### config.mk
export PLATFORM = sky130hd
export DESIGN_NAME = tas_spacing_enforcer
export DESIGN_NICKNAME = d
export VERILOG_FILES = /design/src/rtl/tas_pkg.sv /design/src/rtl/tas_class_decode.sv /design/src/rtl/tas_gap_adder.sv /design/src/rtl/tas_gap_counter.sv /design/src/rtl/tas_spacing_enforcer.sv
export SDC_FILE = /design/constraint.sdc
export NUM_CORES = 1
export LEC_CHECK = 0
export BUFFER_PORTS_ARGS = -buffer_cell sky130_fd_sc_hd__buf_2
export CAP_MARGIN = 20
export CORE_ASPECT_RATIO = 0.5
export CORE_MARGIN = 2
export CORE_UTILIZATION = 35
export DETAILED_ROUTE_END_ITERATION = 8
export PLACE_DENSITY = 0.52
export SETUP_SLACK_MARGIN = 0.05
export SLEW_MARGIN = 5
export SYNTH_ARGS = -nofsm -noshare
export SYNTH_HDL_FRONTEND = slang
export SYNTH_SLANG_ARGS = --single-unit
### constraint.sdc
create_clock -name clk -period 2 [get_ports clk]
set_input_delay 0 -clock clk [delete_from_list [all_inputs] [get_ports clk]]
set_output_delay 0 -clock clk [all_outputs]
set_load 0.01 [all_outputs]
### src/rtl/tas_pkg.sv
package tas_pkg;

    localparam int unsigned N_CLS = 6;

    // transition classes, index = field position in the gap buses
    localparam int unsigned CLS_RW_SAME = 0;
    localparam int unsigned CLS_WR_SAME = 1;
    localparam int unsigned CLS_RR_XR   = 2;
    localparam int unsigned CLS_RW_XR   = 3;
    localparam int unsigned CLS_WW_XR   = 4;
    localparam int unsigned CLS_WR_XR   = 5;

    typedef enum logic [1:0] {
        ST_NONE    = 2'd0,
        ST_LAST_RD = 2'd1,
        ST_LAST_WR = 2'd2
    } tas_state_e;

    // a class whose first command is a write
    function automatic logic cls_from_write(input int unsigned cls);
        return (cls == CLS_WR_SAME) || (cls == CLS_WW_XR) || (cls == CLS_WR_XR);
    endfunction

endpackage

### src/rtl/tas_class_decode.sv
module tas_class_decode
    import tas_pkg::*;
#(
    parameter int unsigned RANK_W = 2
) (
    input  logic              last_is_wr,
    input  logic [RANK_W-1:0] last_rank,
    input  logic              cand_is_wr,
    input  logic [RANK_W-1:0] cand_rank,
    output logic [N_CLS-1:0]  cls_sel,
    output logic              exempt
);

    logic same_rank;

    always_comb begin
        same_rank = (last_rank == cand_rank);
        cls_sel   = '0;
        exempt    = 1'b0;
        unique case ({last_is_wr, cand_is_wr})
            2'b00: if (same_rank) exempt = 1'b1; else cls_sel[CLS_RR_XR] = 1'b1;
            2'b01: if (same_rank) cls_sel[CLS_RW_SAME] = 1'b1; else cls_sel[CLS_RW_XR] = 1'b1;
            2'b10: if (same_rank) cls_sel[CLS_WR_SAME] = 1'b1; else cls_sel[CLS_WR_XR] = 1'b1;
            2'b11: if (same_rank) exempt = 1'b1; else cls_sel[CLS_WW_XR] = 1'b1;
            default: exempt = 1'b1;
        endcase
    end

endmodule

### src/rtl/tas_gap_adder.sv
module tas_gap_adder
    import tas_pkg::*;
#(
    parameter int unsigned GAP_W = 4,
    localparam int unsigned CNT_W = GAP_W + 1
) (
    input  logic [N_CLS*GAP_W-1:0] base_gap,
    input  logic [N_CLS*GAP_W-1:0] extra_gap,
    output logic [N_CLS*CNT_W-1:0] gap_sum
);

    for (genvar i = 0; i < N_CLS; i++) begin : g_sum
        assign gap_sum[i*CNT_W +: CNT_W] =
            {1'b0, base_gap[i*GAP_W +: GAP_W]} + {1'b0, extra_gap[i*GAP_W +: GAP_W]};
    end

endmodule

### src/rtl/tas_gap_counter.sv
module tas_gap_counter #(
    parameter int unsigned CNT_W = 5
) (
    input  logic             clk,
    input  logic             rst_n,
    input  logic             load,
    input  logic [CNT_W-1:0] load_val,
    output logic             expired
);

    logic [CNT_W-1:0] cnt_q;

    always_ff @(posedge clk or negedge rst_n) begin
        if (!rst_n) begin
            cnt_q <= '0;
        end else if (load) begin
            cnt_q <= load_val;
        end else if (cnt_q != '0) begin
            cnt_q <= cnt_q - 1'b1;
        end
    end

    assign expired = (cnt_q == '0);

    // one cycle of spacing is used up per clock while no issue arrives
    p_one_per_cycle_r6: assert property (@(posedge clk) disable iff (!rst_n)
        (!load && !expired) |=> (cnt_q == $past(cnt_q) - 1'b1));

    // the window holds the value captured at the issuing edge
    p_captured_at_issue_r8: assert property (@(posedge clk) disable iff (!rst_n)
        load |=> (cnt_q == $past(load_val)));

endmodule

### src/rtl/tas_spacing_enforcer.sv
module tas_spacing_enforcer
    import tas_pkg::*;
#(
    parameter int unsigned NUM_RANKS = 4,
    parameter int unsigned GAP_W     = 4,
    localparam int unsigned RANK_W   = (NUM_RANKS > 1) ? $clog2(NUM_RANKS) : 1,
    localparam int unsigned CNT_W    = GAP_W + 1
) (
    input  logic                    clk,
    input  logic                    rst_n,
    input  logic                    cand_is_wr,
    input  logic [RANK_W-1:0]       cand_rank,
    input  logic                    cmd_issue,
    input  logic [N_CLS*GAP_W-1:0]  base_gap,
    input  logic [N_CLS*GAP_W-1:0]  extra_gap,
    output logic                    permit
);

    tas_state_e        state_q, state_d;
    logic [RANK_W-1:0] last_rank_q;
    logic [N_CLS*CNT_W-1:0] gap_sum;
    logic [N_CLS-1:0]  cls_sel;
    logic [N_CLS-1:0]  expired;
    logic              exempt;

    // ---------------- state register ----------------
    always_ff @(posedge clk or negedge rst_n) begin
        if (!rst_n) begin
            state_q     <= ST_NONE;
            last_rank_q <= '0;
        end else begin
            state_q <= state_d;
            if (cmd_issue) last_rank_q <= cand_rank;
        end
    end

    // ---------------- next state ----------------
    always_comb begin
        state_d = state_q;
        unique case (state_q)
            ST_NONE, ST_LAST_RD, ST_LAST_WR: begin
                if (cmd_issue) state_d = cand_is_wr ? ST_LAST_WR : ST_LAST_RD;
            end
            default: state_d = ST_NONE;
        endcase
    end

    // ---------------- gap sums and class select ----------------
    tas_gap_adder #(.GAP_W(GAP_W)) u_adder (
        .base_gap  (base_gap),
        .extra_gap (extra_gap),
        .gap_sum   (gap_sum)
    );

    tas_class_decode #(.RANK_W(RANK_W)) u_decode (
        .last_is_wr (state_q == ST_LAST_WR),
        .last_rank  (last_rank_q),
        .cand_is_wr (cand_is_wr),
        .cand_rank  (cand_rank),
        .cls_sel    (cls_sel),
        .exempt     (exempt)
    );

    // ---------------- one window per class ----------------
    for (genvar i = 0; i < N_CLS; i++) begin : g_win
        logic [CNT_W-1:0] win_val;
        // classes that start from the other command type are cleared
        assign win_val = (cls_from_write(i) == cand_is_wr) ? gap_sum[i*CNT_W +: CNT_W] : '0;

        tas_gap_counter #(.CNT_W(CNT_W)) u_cnt (
            .clk      (clk),
            .rst_n    (rst_n),
            .load     (cmd_issue),
            .load_val (win_val),
            .expired  (expired[i])
        );
    end

    // ---------------- outputs ----------------
    always_comb begin
        unique case (state_q)
            ST_NONE:    permit = 1'b1;
            ST_LAST_RD,
            ST_LAST_WR: permit = exempt | (|(cls_sel & expired));
            default:    permit = 1'b1;
        endcase
    end

    // ---------------- assertions ----------------
    p_no_history_free_r1: assert property (@(posedge clk) disable iff (!rst_n)
        (state_q == ST_NONE) |-> permit);

    p_rd_to_wr_held_r2: assert property (@(posedge clk) disable iff (!rst_n)
        (cmd_issue && !cand_is_wr && gap_sum[CLS_RW_SAME*CNT_W +: CNT_W] != '0)
        |=> (!(cand_is_wr && cand_rank == $past(cand_rank)) || !permit));

    p_wr_to_rd_held_r3: assert property (@(posedge clk) disable iff (!rst_n)
        (cmd_issue && cand_is_wr && gap_sum[CLS_WR_SAME*CNT_W +: CNT_W] != '0)
        |=> (!(!cand_is_wr && cand_rank == $past(cand_rank)) || !permit));

    p_single_class_r4: assert property (@(posedge clk) disable iff (!rst_n)
        $onehot0(cls_sel) && !(exempt && cls_sel != '0));

    p_same_kind_free_r5: assert property (@(posedge clk) disable iff (!rst_n)
        (state_q != ST_NONE && cand_is_wr == (state_q == ST_LAST_WR)
         && cand_rank == last_rank_q) |-> permit);

endmodule

==> results.sh, run 1 <==
export IMPL_cp_top_family="compound AO/OA/AOI/OAI gates"
export IMPL_cpMaxStageDelayCell="dfrtp_1"
export IMPL_setup_viol=0
export IMPL_required_ns=2.00
export IMPL_hold_violations=0
export IMPL_cts_tree="yes"
export IMPL_firstDrtPassIters=4
export IMPL_yosys_area_top_type="dfrtp_1"
export IMPL_max_slew_worst_pin_slew_ns=0.7756
export IMPL_io_buffer_count=54
export IMPL_cts_root_buf="clkbuf_16"
export IMPL_clk_pin_slew_worst_paths_ns=0.05
export IMPL_postSynthCellCount=264
export IMPL_htreeDepth=2
export IMPL_ioPinCount=55
export IMPL_startpoint_type="flip-flop"
export IMPL_endpoint_kind="output pin"
export IMPL_rr_endpoint="g_win[2].u_cnt.cnt_q[1]"
export IMPL_gpl_final_weighted_congestion=0.7718
export IMPL_cp_max_fo=5
export IMPL_num_antenna_cells=0
export IMPL_min_delay_path_class="input port to flip-flop"
export IMPL_grt_pass1_vias=2201
export IMPL_syn_to_final_growth_pct=23.46
export IMPL_nets=424
export IMPL_cts_buffers=5
export IMPL_synth_seq_area_share_pct=32.23
export IMPL_synth_area_um2=2640
export IMPL_path_class="flip-flop to output pin"
export IMPL_min_path_cells=4
export IMPL_avgSynthCellArea_um2=10.00
export IMPL_dieArea_um2=8296
export IMPL_worst_r2r_setup_slack_ns=0.43
export IMPL_p_per_area_nw_per_um2=1157
export IMPL_grt_antenna_before_repair=0
export IMPL_grt_pass1_wl_um=9860
export IMPL_clock_sink_count=34
export IMPL_drtIter0Drc=94
export IMPL_fin_crit_sh_pct=92.49
export IMPL_skew_ns=0.004048
export IMPL_min_from="extra_gap[16]"
export IMPL_start_util_pct=36.06
export IMPL_wl_per_cell_um=13.28
export IMPL_fmax_mhz=540.6
export IMPL_whs_endpoint="g_win[4].u_cnt.cnt_q[0]"
export IMPL_grt_ovfl_total=0
export IMPL_drt_drc_violations_left=0
export IMPL_vias_per_cell=5.021
export IMPL_cp_arrival_ns=1.85
export IMPL_status="complete, no violations"
export IMPL_ys_async_sr_fraction_pct=100.0
export IMPL_p_leak_uw=0.001562
export IMPL_path_buf_inv=3
export IMPL_max_cap_violations=0
export IMPL_grt_usage_pct=14.89
export IMPL_rsz0062_at_grt="false"
export IMPL_die_w_um=126.8
export IMPL_r2r_cells=7
export IMPL_wirelength_um=5684
export IMPL_insertion_delay_ns=0.28
export IMPL_drive_above_1_share_pct=25.30
export IMPL_num_vias=2149
export IMPL_hpwl_um=4387
export IMPL_rows=22
export IMPL_clk_path_buf_depth=2
export IMPL_synth_top_cell_area_share_pct=32.23
export IMPL_coreArea_um2=7322
export IMPL_finalCriticalPeriod_ns=1.850
export IMPL_drv_slew=0
export IMPL_utilization_pct=44.51
export IMPL_synth_edf_count=0
export IMPL_postRouteAntennaNets=0
export IMPL_setup_tns_final_ns=0
export IMPL_cp_cell_sequence="inv_1 > ha_2 > nor4b_4 > buf_4 > a31oi_1 > o21bai_1 > a211o_2 > buf_2"
export IMPL_yosysWarningCount=0
export IMPL_maxSlewHeadroom_pct=48.29
export IMPL_peakVddDrop_v=0.0004058
export IMPL_grt_max_degree=35
export IMPL_synth_ff_type="dfrtp_1"
export IMPL_synthTopCellsByArea="dfrtp_1 (32%), ha_1 (16%), xnor2_1 (7.6%)"
export IMPL_synth_fp_nets=357
export IMPL_yosys_cell_types_count=36
export IMPL_finalPower_uw=3771
export IMPL_die_y_um=65.41
export IMPL_r2r_start="g_win[2].u_cnt.cnt_q[0]"
export IMPL_ys_ff_latch=34
export IMPL_critical_path_max_stage_delay_ns=0.34
cells by family (layout without fill, tap and decap cells):
group / Yosys count / in the layout / share of synthesized area [%]
flops: 34 / 34 / 32.23
mux: 3 / 3 / 1.232
compound gates: 67 / 67 / 16.11
simple gates: 63 / 63 / 16.73
xor+xnor: 27 / 27 / 8.957
fa+ha+maj: 39 / 39 / 20.19
buf+inv: 31 / 99 / 4.549
tightest hold or removal path: cells and delay by family:
family                     cells  cell delay [ns]
and+or+nand+nor                1             0.04
AOI/OAI and AO/OA              1             0.06
adders and majority gates      1             0.11
buffers and inverters          1             0.08
layout by cell type, fill, tap and decap left out, types with 9 or more instances in the layout:
cell and instances:
buf_2 54, dfrtp_1 34, ha_1 32, inv_1 23, xnor2_1 23, a21oi_1 23
nor2_1 13, a21o_1 12, buf_4 11, nand3_1 9
metal layers:
layer	part of all wire [%]	up-vias	track usage (%)
met3	4.7	10	3.420
li1	-	1085	-
met5	0	-	0
met4	1.4	0	4.396
met2	46	44	25.60
met1	48	1010	18.99
synthesized netlist by cell type (7+ instances only):
cell type,number
nand3_1,9
nor2_1,13
a21o_1,12
a21oi_1,23
nor3_1,8
nand2_1,7
or3_1,7
ha_1,33
o32ai_1,7
inv_1,23
dfrtp_1,34
o21ai_0,7
xnor2_1,23
worst max-delay path by stage:
stage / from / endpoint / depth (start not counted)
after floorplan: g_win[5].u_cnt.cnt_q[0] / g_win[5].u_cnt.cnt_q[2] / 6
after global placement: g_win[0].u_cnt.cnt_q[0] / permit / 7
after detailed placement: g_win[0].u_cnt.cnt_q[0] / permit / 7
after CTS: g_win[0].u_cnt.cnt_q[0] / permit / 7
after global routing: g_win[1].u_cnt.cnt_q[0] / permit / 7
final: g_win[0].u_cnt.cnt_q[0] / permit / 8
stage by stage:
stage / hold slack, ns / std cells / setup slack (ns) / instance area [um2]
2_1_floorplan: -0.2956 / 264 / 0.6672 / 2640
3_3_place_gp: 0.1319 / 409 / 0.4493 / 3019
3_5_place_dp: 0.1273 / 409 / 0.3457 / 3019
4_1_cts: 0.05964 / 420 / 0.05218 / 3197
5_1_grt: 0.07139 / 428 / 0.04893 / 3259
6_report: 0.05950 / 428 / 0.1502 / 3259
timing repair:
action | in CTS | in global routing
hold endpoints to repair | 36 | 0
buffers inserted | 0 | 8
setup endpoints to repair | 0 | 1
resized for setup | 0 | 1
hold buffers | 3 | 0
sequential cells by signal (all words and copies together) (netlist names):
signal / count
last_rank_q: 2
g_win.u_cnt.cnt_q: 30
state_q: 2
report_power, final:
group | leakage, uW | internal, uW | switching, uW
Clock | 0.0000739 | 493 | 279
Combinational | 0.00106 | 970 | 821
Sequential | 0.000430 | 937 | 271
Total | 0.00156 | 2400 | 1370
cell type report:
type,instances,area [um2]
clock buffer,7,142.6
timing repair buffer,68,382.9
clock inverter,1,5.005
inverter,23,86.33
fill,706,4063
multi-input combinational,199,1672
sequential,34,850.8
tap,96,120.1
Power figures use the tool's default switching activity.
==> run 2, diff against run 1 <==
--- a/config.mk
+++ b/config.mk
@@ -5,6 +5,7 @@
 export SDC_FILE = /design/constraint.sdc
 export NUM_CORES = 1
 export LEC_CHECK = 0
+export ABC_AREA = 1
 export BUFFER_PORTS_ARGS = -buffer_cell sky130_fd_sc_hd__buf_2
 export CAP_MARGIN = 20
 export CORE_ASPECT_RATIO = 0.5
==> run 2 against run 1 <==
  * Clock skew about the same
  * Global-route usage increased by 0.70 points
  * Sequential share of layout area decreased by 0.65 points
  * Critical path type unchanged
  * Largest power group unchanged
==> results.sh, run 2 <==
export IMPL_cts_hold_buf=3
export IMPL_layout_common_cells="nand2_1 (88), inv_1 (63), buf_2 (54)"
export IMPL_syn_to_final_growth_pct=19.24
export IMPL_synth_fp_nets=479
export IMPL_htreeDepth=2
export IMPL_min_delay_path_class="input port to flip-flop"
export IMPL_drt_drc_violations_left=0
export IMPL_p_per_area_nw_per_um2=920.5
export IMPL_combPwrFrac_pct=40.5
export IMPL_synthTopCellsByArea="dfrtp_1 (30%), ha_1 (15%), nand2_1 (12%)"
export IMPL_yosys_area_top_type="dfrtp_1"
export IMPL_setup_tns_final_ns=0
export IMPL_grt_antenna_before_repair=0
export IMPL_critical_path_max_stage_delay_ns=0.38
export IMPL_cp_common_cell="nand2_1"
export IMPL_setup_slack_ns=0.3253
export IMPL_status="complete, no violations"
export IMPL_synth_seq_area_share_pct=30.36
export IMPL_vias_per_cell=4.639
export IMPL_cp_max_fo=3
export IMPL_setup_viol=0
export IMPL_grt_usage_pct=15.59
export IMPL_stdcell_count=554
export IMPL_num_vias=2570
export IMPL_ctsResizeCount=0
export IMPL_cts_buffers=5
export IMPL_min_path_cells=3
export IMPL_top_register="g_win.u_cnt.cnt_q"
export IMPL_io_buffer_count=54
export IMPL_finalCriticalPeriod_ns=1.675
export IMPL_rsz0062_at_grt="false"
export IMPL_hpwl_um=4819
export IMPL_grt_max_degree=35
export IMPL_sw_frac_of_total_pct=38.29
export IMPL_synth_ff_type="dfrtp_1"
export IMPL_synth_top_cell_area_share_pct=30.36
export IMPL_die_w_um=130.6
export IMPL_endpoint_kind="output pin"
export IMPL_final_common_cell="nand2_1"
export IMPL_yosys_cell_count_top_type="nand2_1"
export IMPL_dp_worst_setup_slack_ns=0.5351
export IMPL_cp_arrival_ns=1.67
export IMPL_firstDrtPassIters=5
export IMPL_largest_reg_flops=30
export IMPL_gpl_final_weighted_congestion=0.8720
export IMPL_grt_pass1_wl_um=10810
export IMPL_grt_pass1_vias=2509
export IMPL_start_util_pct=37.16
export IMPL_intPower_uw=1899
export IMPL_avgSynthCellArea_um2=7.261
export IMPL_drive_above_1_share_pct=16.14
export IMPL_clk_pin_slew_worst_paths_ns=0.05
export IMPL_ys_async_sr_fraction_pct=100.0
export IMPL_grt_ovfl_total=0
export IMPL_clock_sink_count=34
export IMPL_coreArea_um2=7542
export IMPL_synth_edf_count=0
export IMPL_max_cap_violations=0
export IMPL_max_slew_worst_pin_slew_ns=0.7837
export IMPL_nets=538
export IMPL_postSynthCellCount=386
export IMPL_r2r_cells=7
export IMPL_dieArea_um2=8783
export IMPL_postRouteAntennaNets=0
export IMPL_peakVddDrop_v=0.0003322
export IMPL_synth_area_um2=2803
export IMPL_drv_slew=0
export IMPL_required_ns=2.00
export IMPL_p_clk_share_pct=25.3
export IMPL_cts_root_buf="clkbuf_16"
export IMPL_cp_cell_sequence="inv_1 > ha_1 > nand2_1 > nor2_1 > nand2_1 > a21oi_1 > nor2_1 > nand2_1 > buf_2"
export IMPL_fmax_mhz=597.1
export IMPL_hold_violations=0
export IMPL_yosysWarningCount=0
export IMPL_rows=22
export IMPL_wl_per_cell_um=11.11
export IMPL_placed_cells=543
export IMPL_switching_power_uw=1178
export IMPL_clk_path_buf_depth=2
export IMPL_synth_commonest_cells="nand2_1 (88), inv_1 (63), o21ai_0 (40), dfrtp_1 (34), ha_1 (33)"
export IMPL_reg_top3="g_win.u_cnt.cnt_q (30), last_rank_q (2), state_q (2)"
export IMPL_path_class="flip-flop to output pin"
export IMPL_cts_tree="yes"
export IMPL_fin_crit_sh_pct=83.74
export IMPL_yosys_cell_types_count=26
export IMPL_insertion_delay_ns=0.28
export IMPL_cts_setup_buffers=0
export IMPL_startpoint_type="flip-flop"
export IMPL_drtIter0Drc=112
export IMPL_wirelength_um=6153
export IMPL_ys_ff_latch=34
export IMPL_die_y_um=67.28
export IMPL_p_leak_uw=0.001813
export IMPL_num_antenna_cells=0
export IMPL_cpMaxStageDelayCell="dfrtp_1"
export IMPL_p_seq_share_pct=34.2
export IMPL_ioPinCount=55
export IMPL_maxSlewHeadroom_pct=47.75
export IMPL_skew_ns=0.003801
==> run 2: cell count changes after synthesis, sizes merged, moves of 12 or more <==
cell | before | now
nand2 | 7 | 89
inv | 23 | 66
o21ai | 11 | 43
xnor2 | 23 | 0
nor2 | 13 | 32
nand3 | 9 | 27
a21o | 12 | 0
a21oi | 23 | 11
==> run 2: kinds of logic (layout without fill, tap and decap cells) <==
kind of cell | after synthesis | after routing | synth area share (%)
flops | 34 | 34 | 30.36
compound gates | 72 | 72 | 14.37
fa+ha+maj | 39 | 39 | 19.02
buf+inv | 72 | 132 | 10.76
simple gates | 169 | 169 | 25.49
==> run 2: final cells by class <==
| type | instances | area, um2 |
|---|---|---|
| Clock buffer | 7 | 142.6 |
| Clock inverter | 1 | 5.005 |
| Fill cell | 805 | 4200 |
| Inverter | 66 | 250.2 |
| Multi-Input combinational cell | 280 | 1650 |
| Sequential cell | 34 | 850.8 |
| Tap cell | 108 | 135.1 |
| Timing Repair Buffer | 58 | 307.8 |
==> run 2: worst max-delay path, delay by kind of cell (launching register included) <==
kind	cells	cell delay, ns
compound gates	1	0.13
fa+ha+maj	1	0.18
flops	1	0.38
simple gates	5	0.46
buf+inv	2	0.24
==> run 2: routing by layer <==
metal / part of all wire, % / global-route usage [%] / up-vias / wire length (um)
li1: - / - / 1373 / -
met1: 54 / 21.00 / 1126 / 3303
met2: 40 / 25.98 / 66 / 2436
met3: 5.9 / 3.328 / 5 / 366
met4: 0.75 / 3.723 / 0 / 46
met5: 0 / 0 / - / 0
==> run 2: worst paths after layout <==
path                                               from                       to  slack (ns)
worst min-delay path                          cmd_issue           last_rank_q[0]        0.12
min in group asynchronous                         rst_n  g_win[0].u_cnt.cnt_q[1]        0.34
worst max register to register  g_win[0].u_cnt.cnt_q[0]  g_win[0].u_cnt.cnt_q[1]        0.53
worst min register to register           last_rank_q[0]           last_rank_q[0]        0.55
worst max-delay path            g_win[2].u_cnt.cnt_q[0]                   permit        0.33
max in group asynchronous                         rst_n  g_win[4].u_cnt.cnt_q[1]        1.16
==> run 2: power groups by stage <==
stage | combinational, uW | clock, uW | sequential [uW]
2_1_floorplan | 937 | 0 | 1030
3_3_place_gp | 1200 | 0 | 1060
3_5_place_dp | 1230 | 0 | 1060
4_1_cts | 1250 | 791 | 1050
5_1_grt | 1490 | 827 | 1090
6_report | 1250 | 779 | 1050
==> run 2: through the flow <==
| stage | util [%] | hold WS (ns) | instance area [um2] | power [uW] |
|---|---|---|---|---|
| after floorplan | - | -0.2956 | 2803 | 1966 |
| after global placement | 41.95 | 0.1307 | 3164 | 2256 |
| after detailed placement | 41.95 | 0.1294 | 3164 | 2295 |
| after CTS | 44.31 | 0.1168 | 3342 | 3092 |
| after global routing | 44.31 | 0.1480 | 3342 | 3402 |
| final | 44.31 | 0.1186 | 3342 | 3076 |
